===== src/rtl/vpp_pkg.sv =====
package vpp_pkg;
    localparam int IDX_W   = 6;
    localparam int ARG_W   = 32;
    localparam int ALIGN_SH = 8;
    localparam int ADDR_W  = ARG_W + ALIGN_SH;
    localparam int CFG_W   = 64;
    localparam int N_BASE  = 4;
    localparam logic [ADDR_W-1:0] CFG_OFS = 40'h20;

    localparam logic [IDX_W-1:0] M_EXEC = 6'h08;
    localparam logic [IDX_W-1:0] M_CFG  = 6'h10;
    localparam logic [IDX_W-1:0] M_LUMA = 6'h11;
    localparam logic [IDX_W-1:0] M_CHU  = 6'h12;
    localparam logic [IDX_W-1:0] M_CHV  = 6'h13;

    typedef enum logic [1:0] {
        PATH_RGBA = 2'd0,
        PATH_BGRA = 2'd1,
        PATH_YUV  = 2'd2,
        PATH_NONE = 2'd3
    } path_e;

    typedef enum logic [1:0] {
        S_IDLE = 2'd0,
        S_REQ  = 2'd1,
        S_WAIT = 2'd2,
        S_DONE = 2'd3
    } fsm_e;

    typedef struct packed {
        logic [13:0] h_m1;
        logic [13:0] w_m1;
        logic        rsvd;
        logic [2:0]  blk_h;
        logic [3:0]  kind;
        logic [3:0]  fmt;
    } cfg_t;
endpackage


===== src/rtl/vpp_state_file.sv =====
module vpp_state_file #(
    parameter int IDX_W  = 6,
    parameter int DATA_W = 32
) (
    input  logic              clk,
    input  logic              rst_n,
    input  logic              wr_en,
    input  logic [IDX_W-1:0]  wr_idx,
    input  logic [DATA_W-1:0] wr_data,
    input  logic [IDX_W-1:0]  rd_idx,
    output logic [DATA_W-1:0] rd_data
);
    localparam int DEPTH = 1 << IDX_W;

    logic [DATA_W-1:0] words [DEPTH];

    always_ff @(posedge clk) begin
        if (!rst_n) begin
            for (int i = 0; i < DEPTH; i++) words[i] <= '0;
        end else if (wr_en) begin
            words[wr_idx] <= wr_data;
        end
    end

    assign rd_data = words[rd_idx];

    AST_MIRROR_WRITE: assert property (@(posedge clk) disable iff (!rst_n)
        wr_en |=> (words[$past(wr_idx)] == $past(wr_data)));
endmodule


===== src/rtl/vpp_addr_latch.sv =====
module vpp_addr_latch #(
    parameter int IDX_W = 6,
    parameter int ARG_W = 32,
    parameter int SH    = 8,
    parameter int N     = 4,
    parameter logic [N*IDX_W-1:0] IDS = '0
) (
    input  logic                        clk,
    input  logic                        rst_n,
    input  logic                        wr_en,
    input  logic [IDX_W-1:0]            wr_idx,
    input  logic [ARG_W-1:0]            wr_arg,
    output logic [N-1:0][ARG_W+SH-1:0]  base_o
);
    localparam int AW = ARG_W + SH;

    for (genvar g = 0; g < N; g++) begin : g_base
        localparam logic [IDX_W-1:0] MY_ID = IDS[g*IDX_W +: IDX_W];
        always_ff @(posedge clk) begin
            if (!rst_n) begin
                base_o[g] <= '0;
            end else if (wr_en && (wr_idx == MY_ID)) begin
                base_o[g] <= {wr_arg, {SH{1'b0}}};
            end
        end

        AST_BASE_ALIGNED: assert property (@(posedge clk) disable iff (!rst_n)
            base_o[g][SH-1:0] == '0);
        AST_BASE_HOLDS: assert property (@(posedge clk) disable iff (!rst_n)
            !(wr_en && wr_idx == MY_ID) |=> $stable(base_o[g]));
    end

    logic [AW-1:0] unused_w;
    assign unused_w = '0;
endmodule


===== src/rtl/vpp_cfg_decode.sv =====
module vpp_cfg_decode
    import vpp_pkg::*;
(
    input  logic [CFG_W-1:0] word,
    output path_e            path,
    output logic             fmt_ok,
    output logic             swz,
    output logic [3:0]       blk_kind,
    output logic [2:0]       blk_h,
    output logic [13:0]      w_m1,
    output logic [13:0]      h_m1
);
    cfg_t c;
    assign c = cfg_t'(word[$bits(cfg_t)-1:0]);

    always_comb begin
        unique case (c.fmt)
            4'd1:    path = PATH_RGBA;
            4'd2:    path = PATH_BGRA;
            4'd3:    path = PATH_YUV;
            default: path = PATH_NONE;
        endcase
    end

    assign fmt_ok   = (path != PATH_NONE);
    assign swz      = ((path == PATH_RGBA) || (path == PATH_BGRA)) && (c.kind != 4'd0);
    assign blk_kind = c.kind;
    assign blk_h    = c.blk_h;
    assign w_m1     = c.w_m1;
    assign h_m1     = c.h_m1;
endmodule


===== src/rtl/vpp_exec_fsm.sv =====
module vpp_exec_fsm
    import vpp_pkg::*;
(
    input  logic             clk,
    input  logic             rst_n,
    input  logic             exec_hit,
    input  logic             luma_zero,
    input  logic             mem_rvalid,
    input  logic [CFG_W-1:0] mem_rdata,
    input  logic             fmt_ok,
    input  path_e            path,
    input  logic             swz,
    output logic [CFG_W-1:0] word_q,
    output logic             mem_req,
    output logic             busy,
    output logic             start,
    output logic             err_fmt,
    output logic             err_noluma
);
    fsm_e state, nxt;

    always_ff @(posedge clk) begin
        if (!rst_n) state <= S_IDLE;
        else        state <= nxt;
    end

    always_comb begin
        nxt = state;
        unique case (state)
            S_IDLE: if (exec_hit && !luma_zero) nxt = S_REQ;
            S_REQ:  nxt = S_WAIT;
            S_WAIT: if (mem_rvalid) nxt = S_DONE;
            S_DONE: nxt = S_IDLE;
        endcase
    end

    always_ff @(posedge clk) begin
        if (!rst_n) begin
            word_q     <= '0;
            err_noluma <= 1'b0;
        end else begin
            err_noluma <= (state == S_IDLE) && exec_hit && luma_zero;
            if ((state == S_WAIT) && mem_rvalid) word_q <= mem_rdata;
        end
    end

    always_comb begin
        mem_req = (state == S_REQ);
        busy    = (state != S_IDLE);
        start   = (state == S_DONE) && fmt_ok;
        err_fmt = (state == S_DONE) && !fmt_ok;
    end

    AST_START_ONE_CYCLE: assert property (@(posedge clk) disable iff (!rst_n)
        start |=> !start);
    AST_REQ_ONE_CYCLE: assert property (@(posedge clk) disable iff (!rst_n)
        mem_req |=> !mem_req);
    AST_NOLUMA_IDLE: assert property (@(posedge clk) disable iff (!rst_n)
        err_noluma |-> !busy);
    AST_START_FMT_EXCL: assert property (@(posedge clk) disable iff (!rst_n)
        !(start && err_fmt));
    AST_START_PATH_VALID: assert property (@(posedge clk) disable iff (!rst_n)
        start |-> (path != PATH_NONE));
    AST_SWZ_YUV: assert property (@(posedge clk) disable iff (!rst_n)
        (start && path == PATH_YUV) |-> !swz);
    AST_BUSY_AFTER_REQ: assert property (@(posedge clk) disable iff (!rst_n)
        mem_req |=> busy);
endmodule


===== src/rtl/vpp_cmd_frontend.sv =====
module vpp_cmd_frontend
    import vpp_pkg::*;
(
    input  logic              clk,
    input  logic              rst_n,
    input  logic              mw_valid,
    input  logic [IDX_W-1:0]  mw_idx,
    input  logic [ARG_W-1:0]  mw_arg,
    input  logic [IDX_W-1:0]  rd_idx,
    output logic [ARG_W-1:0]  rd_data,
    output logic [ADDR_W-1:0] cfg_base,
    output logic [ADDR_W-1:0] luma_base,
    output logic [ADDR_W-1:0] chu_base,
    output logic [ADDR_W-1:0] chv_base,
    output logic              mem_req,
    output logic [ADDR_W-1:0] mem_addr,
    input  logic              mem_rvalid,
    input  logic [CFG_W-1:0]  mem_rdata,
    output logic              busy,
    output logic              start,
    output logic [1:0]        path,
    output logic              swz,
    output logic [3:0]        blk_kind,
    output logic [2:0]        blk_h,
    output logic [13:0]       w_m1,
    output logic [13:0]       h_m1,
    output logic              err_noluma,
    output logic              err_fmt
);
    logic [N_BASE-1:0][ADDR_W-1:0] bases;
    logic [CFG_W-1:0] word_q;
    logic  exec_hit, fmt_ok;
    path_e path_d;

    assign exec_hit = mw_valid && (mw_idx == M_EXEC);

    vpp_state_file #(.IDX_W(IDX_W), .DATA_W(ARG_W)) u_state (
        .clk(clk), .rst_n(rst_n), .wr_en(mw_valid), .wr_idx(mw_idx),
        .wr_data(mw_arg), .rd_idx(rd_idx), .rd_data(rd_data)
    );

    vpp_addr_latch #(
        .IDX_W(IDX_W), .ARG_W(ARG_W), .SH(ALIGN_SH), .N(N_BASE),
        .IDS({M_CHV, M_CHU, M_LUMA, M_CFG})
    ) u_addr (
        .clk(clk), .rst_n(rst_n), .wr_en(mw_valid), .wr_idx(mw_idx),
        .wr_arg(mw_arg), .base_o(bases)
    );

    assign cfg_base  = bases[0];
    assign luma_base = bases[1];
    assign chu_base  = bases[2];
    assign chv_base  = bases[3];
    assign mem_addr  = cfg_base + CFG_OFS;

    vpp_cfg_decode u_dec (
        .word(word_q), .path(path_d), .fmt_ok(fmt_ok), .swz(swz),
        .blk_kind(blk_kind), .blk_h(blk_h), .w_m1(w_m1), .h_m1(h_m1)
    );

    assign path = path_d;

    vpp_exec_fsm u_fsm (
        .clk(clk), .rst_n(rst_n), .exec_hit(exec_hit),
        .luma_zero(luma_base == '0), .mem_rvalid(mem_rvalid),
        .mem_rdata(mem_rdata), .fmt_ok(fmt_ok), .path(path_d), .swz(swz),
        .word_q(word_q), .mem_req(mem_req), .busy(busy), .start(start),
        .err_fmt(err_fmt), .err_noluma(err_noluma)
    );

    AST_NO_REQ_WITHOUT_EXEC: assert property (@(posedge clk) disable iff (!rst_n)
        (!busy && !exec_hit) |=> !mem_req);
endmodule


===== config.mk =====
export PLATFORM = sky130hd
export DESIGN_NAME = vpp_cmd_frontend
export DESIGN_NICKNAME = d
export VERILOG_FILES = /design/src/rtl/vpp_pkg.sv /design/src/rtl/vpp_state_file.sv /design/src/rtl/vpp_addr_latch.sv /design/src/rtl/vpp_cfg_decode.sv /design/src/rtl/vpp_exec_fsm.sv /design/src/rtl/vpp_cmd_frontend.sv
export SDC_FILE = /design/constraint.sdc
export NUM_CORES = 2
export LEC_CHECK = 0
export CELL_PAD_IN_SITES_DETAIL_PLACEMENT = 0
export CELL_PAD_IN_SITES_GLOBAL_PLACEMENT = 1
export CORE_MARGIN = 5
export CORE_UTILIZATION = 56
export DETAILED_ROUTE_END_ITERATION = 7
export GPL_ROUTABILITY_DRIVEN = 1
export HOLD_SLACK_MARGIN = 0.05
export PLACE_DENSITY = 0.86
export SLEW_MARGIN = 5
export SYNTH_ARGS = -nofsm -noshare
export SYNTH_HDL_FRONTEND = slang
export SYNTH_SLANG_ARGS = --single-unit
export TNS_END_PERCENT = 20

===== constraint.sdc =====
create_clock -name clk -period 10.11 [get_ports clk]
set_input_delay 1.011 -clock clk [delete_from_list [all_inputs] [get_ports clk]]
set_output_delay 1.011 -clock clk [all_outputs]
set_load 0.1 [all_outputs]

# [Yosys cells after proc, flatten, opt, wreduce, memory -nomap -nowiden]
# Memory sizes are Yosys's and may differ from the RTL's.
# Cells that the tools add are included.
[totals] memories=1 regBits=171 latchBits=0 ram_bits=2048 romBits=0
[mem_list] name="u_state.words" depth=64 word_bits=32 read_ports=1 rd_ports_with_merged_regs=0 wr=64 line="vpp_state_file.sv:15" rtl="logic [DATA_W-1:0] words [DEPTH];"
[op_classes] n_reduce_logical=22 div=0 muxes=11 n_eq_ne=15 mul=0 add_sub_neg=1 n_shift=0 magnitude_cmp=0 n_bitwise=0
[op_table] operator="adder 40 x 6 -> 40 bit (second input constant)" n=1
[op_table] operator="zero test 40 bit" n=1
[op_table] operator="two-way mux 32 bit" n=1
[op_table] operator="OR reduction 32 bit" n=1
[op_table] operator="== test 6 x 5 -> 1 bit (second input constant)" n=4
[op_table] operator="logical AND 1 bit" n=12
[op_table] operator="== test 4 x 2 -> 1 bit (second input constant)" n=2
[op_table] operator="case mux 2 bit (4 select lines)" n=1
[op_table] operator="== test 6 x 4 -> 1 bit (second input constant)" n=1
[op_table] operator="two-way mux 6 bit" n=1
[op_table] operator="case mux 2 bit (3 select lines)" n=1
[op_table] operator="two-way mux 1 bit" n=5
[op_table] operator="== test 2 x 1 -> 1 bit (second input constant)" n=2
[op_table] operator="== test 2 bit (second input constant)" n=2
[op_table] operator="== test 4 x 1 -> 1 bit (second input constant)" n=1
[op_table] operator="zero test 2 bit" n=2
[op_table] operator="two-way mux 2 bit" n=2
[op_table] operator="!= test 2 bit (second input constant)" n=2
[op_table] operator="nonzero test 4 bit" n=1
[op_table] operator="zero test 1 bit" n=2
[op_table] operator="!= test 2 x 1 -> 1 bit (second input constant)" n=1
[op_table] operator="AND reduction 2 bit" n=1
[op_table] operator="nonzero test 2 bit" n=1
[op_table] operator="logical OR 1 bit" n=1

# [Logic depth before layout (Yosys ltp)]
[logic_depth] ltp_word=5 ltp_mapped=10 ltp_nobuf=7

# [Cells and area by module]
# Synthesis repeated with hierarchy kept, for this count alone.
[hier_totals] cells_unflattened=6854 area_unflattened_um2=101732.6
[by_module_without_submodules] mod="vpp_state_file" cells_each=5908 seq_area_each_um2=61499.0 n_inst=1 area_each_um2=92757.7
[by_module_without_submodules] mod="vpp_addr_latch" cells_each=487 seq_area_each_um2=2562.5 n_inst=1 area_each_um2=4993.5
[by_module_without_submodules] mod="vpp_exec_fsm" cells_each=298 seq_area_each_um2=1341.3 n_inst=1 area_each_um2=2840.2
[by_module_without_submodules] mod="vpp_cmd_frontend" cells_each=119 seq_area_each_um2=0.0 n_inst=1 area_each_um2=837.1
[by_module_without_submodules] mod="vpp_cfg_decode" cells_each=42 seq_area_each_um2=0.0 n_inst=1 area_each_um2=304.0

# [Least setup slack after synthesis]
# No wires, ideal clock.
[synth_timing] path_kind="input to register" start="input mw_idx[4]" end="memory u_state.words[8][0], enable pin" arrival_time_ns=5.226 n_path_buf=3 setup_slack_ns=4.373 cell_stages=5 path_cell_list="clkbuf_1 > or3b_1 > clkbuf_1 > clkbuf_1 > o41ai_1"
[synth_rtl] item="from (decl)" line="vpp_cmd_frontend.sv:7" rtl="input logic [IDX_W-1:0] mw_idx,"
[synth_rtl] item="to (decl)" line="vpp_state_file.sv:15"

# [Worst setup path in the final report]
[layout_timing] start="input rd_idx[0]" end="output rd_data[27]"
[layout_via] elab_chain_cells=1
[layout_lines] item="from (decl)" line="vpp_cmd_frontend.sv:9" rtl="input logic [IDX_W-1:0] rd_idx,"
[layout_lines] item="memory read (64 x 32 bit)"
[layout_lines] item="to (decl)" line="vpp_cmd_frontend.sv:10" rtl="output logic [ARG_W-1:0] rd_data,"
# No other way between the ends.

==> key figures <==
Logic synthesis
  – Synthesized area: 98900 um^2
  – Async S/R FF share, synth: 0%
  – Synth warnings: 0
  – Sequential fraction of the synthesis area: 65.6%
  – Synth Register Bits: 2218
  – Synth Flop Type: edfxtp_1
  – Top cell type's share of synthesized area: 62.2%
  – Post-synth EDFFs: 2048
  – Cells after Synth: 6453
  – Synth Area per Inst: 15.3 um^2
  – Cell taking the most area after synthesis: edfxtp_1
  – Top cells by area, synth: edfxtp_1 62%, and2_1 13%, mux4_2 12%
  – Yosys cell types: 54

Cells and area
  – Final core utilization: 63.3%
  – Fill count: 12319
  – Layout cells sized above 1: 18.6%
  – Commonest non-fill, non-tap cell in the layout: and2_1
  – Nets@finish: 6564
  – Most frequent cells in the layout: 2053 x and2_1, 2048 x edfxtp_1, 545 x mux4_2, 283 x clkdlybuf4s50_1, 227 x clkbuf_16
  – Area grow syn2layout: 12.6%

STA
  – Slew headroom: 15.9%
  – Final count of negative-setup-slack endpoints: 0
  – Clock Skew: 0.00996 ns
  – RSZ-0062 raised after global routing: no
  – Min Tclk post-route: 6.98 ns
  – Setup TNS: 0 ns
  – Final Hold Vio Count: 0
  – Final period utilization: 69.0%
  – Fmax: 143 MHz
  – Worst hold slack: 0.454 ns
  – Worst Tran Pin Value: 1.25 ns
  – Max-slew violations: 0
  – Worst setup margin: 3.13 ns

Setup path
  – CP required: 9.10 ns
  – Worst Path Class, Setup: in2out
  – Launching point of the worst reg2reg path: u_fsm.state[1]$_SDFFE_PN0P_
  – Startpoint Class: input port
  – Crit. Startpoint: rd_idx[0]
  – Worst EP arrival: 5.97 ns
  – CP Capture Type: primary output
  – Crit-path max FO: 103

Placed design
  – Final GP Congestion: 0.849
  – Place WS: 3.36 ns
  – Port bufs: 321
  – HPWL after DPL: 157 mm

Global routing
  – Tot GR Track Use: 29.8%
  – Number of global-route vias before repair: 56504
  – Largest net degree at the start of global routing: 133
  – Grt total ovfl: 0
  – Global-route wire length before repair: 398 mm
  – Initial antenna violation count: 12

Clocking
  – Post-CTS Setup Bufs: 0
  – Post-CTS sizing: 0
  – TritonCTS Buffers: 219
  – Root Buffer: clkbuf_16
  – Clock buffer depth: 3
  – Clock-pin slew on the worst setup and hold paths: 0.06 ns
  – Hold-fix buffers at CTS: 0
  – H-Tree Depth: 4
  – Clk_lat worst skew: 0.87 ns
  – CTS tree: built
  – Clock sinks: 2218

Pwr
  – Peak supply drop: 164 uV
  – Total power: 20.8 mW
  – PwrDens: 187 nW/um^2
  – Lkg Pwr: 38.7 nW

Floorplanning
  – Core area: 176000 um^2
  – Starting Density: 56.2%
  – I/O pin total: 387
  – Die Y: 430 um
  – Die ar.: 185000 um^2
  – Die W: 430 um
  – Site row count: 154

Status
  – Outcome: completed

Min path
  – Min-delay src: u_fsm.word_q[17]$_SDFFE_PN0P_
  – Hold Path Class: reg2reg

Detailed routing
  – Via count: 56463
  – DR WL/cell: 30.8 um
  – Drt pass-1 iters: 6
  – Via/cell ratio: 6.28
  – Overall routed net length: 277 mm
  – DR iter-0 viols: 8099
  – DRC: 0
  – ANT nets after route: 0

Run
  – Max Cap Viol: 0
-- state kept, by name, indices dropped and copies added, names as in the netlist --
name and count:
u_fsm.err_noluma 1, u_state.words 2048, u_addr.base_o 128, u_fsm.state 2, u_fsm.word_q 39
-- final cells by class --
cell class / count / area [um^2] / share of cell area (%)
Sequential cell: 2218 / 64900 / 58.3
Multi-Input combinational cell: 3509 / 31600 / 28.4
Clock buffer: 276 / 5950 / 5.35
Timing Repair Buffer: 487 / 4390 / 3.95
Tap cell: 2340 / 2930 / 2.63
Clock inverter: 139 / 1480 / 1.33
Inverter: 12 / 47.5 / 0.0427
Antenna cell: 3 / 7.51 / 0.00674
-- power breakdown --
| group | switching (mW) | internal, mW |
|---|---|---|
| clock network | 3.55 | 4.87 |
| logic | 1.26 | 0.566 |
| registers | 0.119 | 10.4 |
| total | 4.93 | 15.9 |
-- path summary, 6_finish.rpt --
kind,end,depth (start not counted),slack (ns)
min,u_fsm.word_q[17]$_SDFFE_PN0P_,2,0.45
min reg2reg,u_fsm.word_q[17]$_SDFFE_PN0P_,2,0.45
max reg2reg,u_fsm.state[0]$_SDFFE_PN0P_,7,7.31
max,rd_data[27],8,3.13
-- synth_stat cells, types with 3 or more instances --
cell type / n
inv_1: 11
nor2_1: 132
a21oi_1: 95
buf_1: 36
nor3_1: 5
o221ai_1: 31
edfxtp_1: 2048
mux4_2: 545
o21a_1: 6
buf_4: 131
or2_2: 4
nor2b_1: 8
o22ai_1: 95
mux2_2: 7
nand2b_1: 10
nand3b_1: 7
a31oi_1: 11
buf_6: 20
dfxtp_1: 170
ha_1: 5
nand4_1: 4
o21ai_0: 67
nand3_1: 8
clkbuf_1: 533
and2_1: 2053
a221oi_1: 3
buf_2: 32
a22oi_1: 3
nand2_1: 133
or3b_1: 3
a21o_1: 64
mux2i_1: 72
a22o_1: 64
nor4_1: 7
or3_1: 5
-- logic make-up after synthesis --
family                     synth area share [%]
muxes                                      13.2
and+or+nand+nor                            14.4
other                                   0.00760
AOI/OAI and AO/OA                          3.03
adders and majority gates                0.0633
xor gates and xnor gates                0.00886
buffers and inverters                      3.59
DFF                                        65.6
-- worst max-delay path, stage by stage --
cell and delay, ns:
buf_8 0.54, buf_12 0.61, mux4_2 0.40, o22ai_1 0.12
a21oi_1 0.40, o221ai_1 0.24, a311oi_1 1.04, clkdlybuf4s50_1 1.32
-- layer usage --
layer / global-route usage [%] / vias up / wire (um)
met5: 0 / - / 9
met3: 6.50 / 501 / 31200
met4: 12.3 / 2 / 12900
met1: 41.6 / 29131 / 103000
li1: - / 23506 / -
met2: 46.2 / 3323 / 130000
-- metrics by stage --
stage	cells	area, um^2
6_report	8984	111000
5_1_grt	8982	111000
4_1_cts	8981	111000
3_5_place_dp	8566	104000
3_3_place_gp	8566	104000
2_1_floorplan	6491	99000
(Power assumes the default switching activity.)
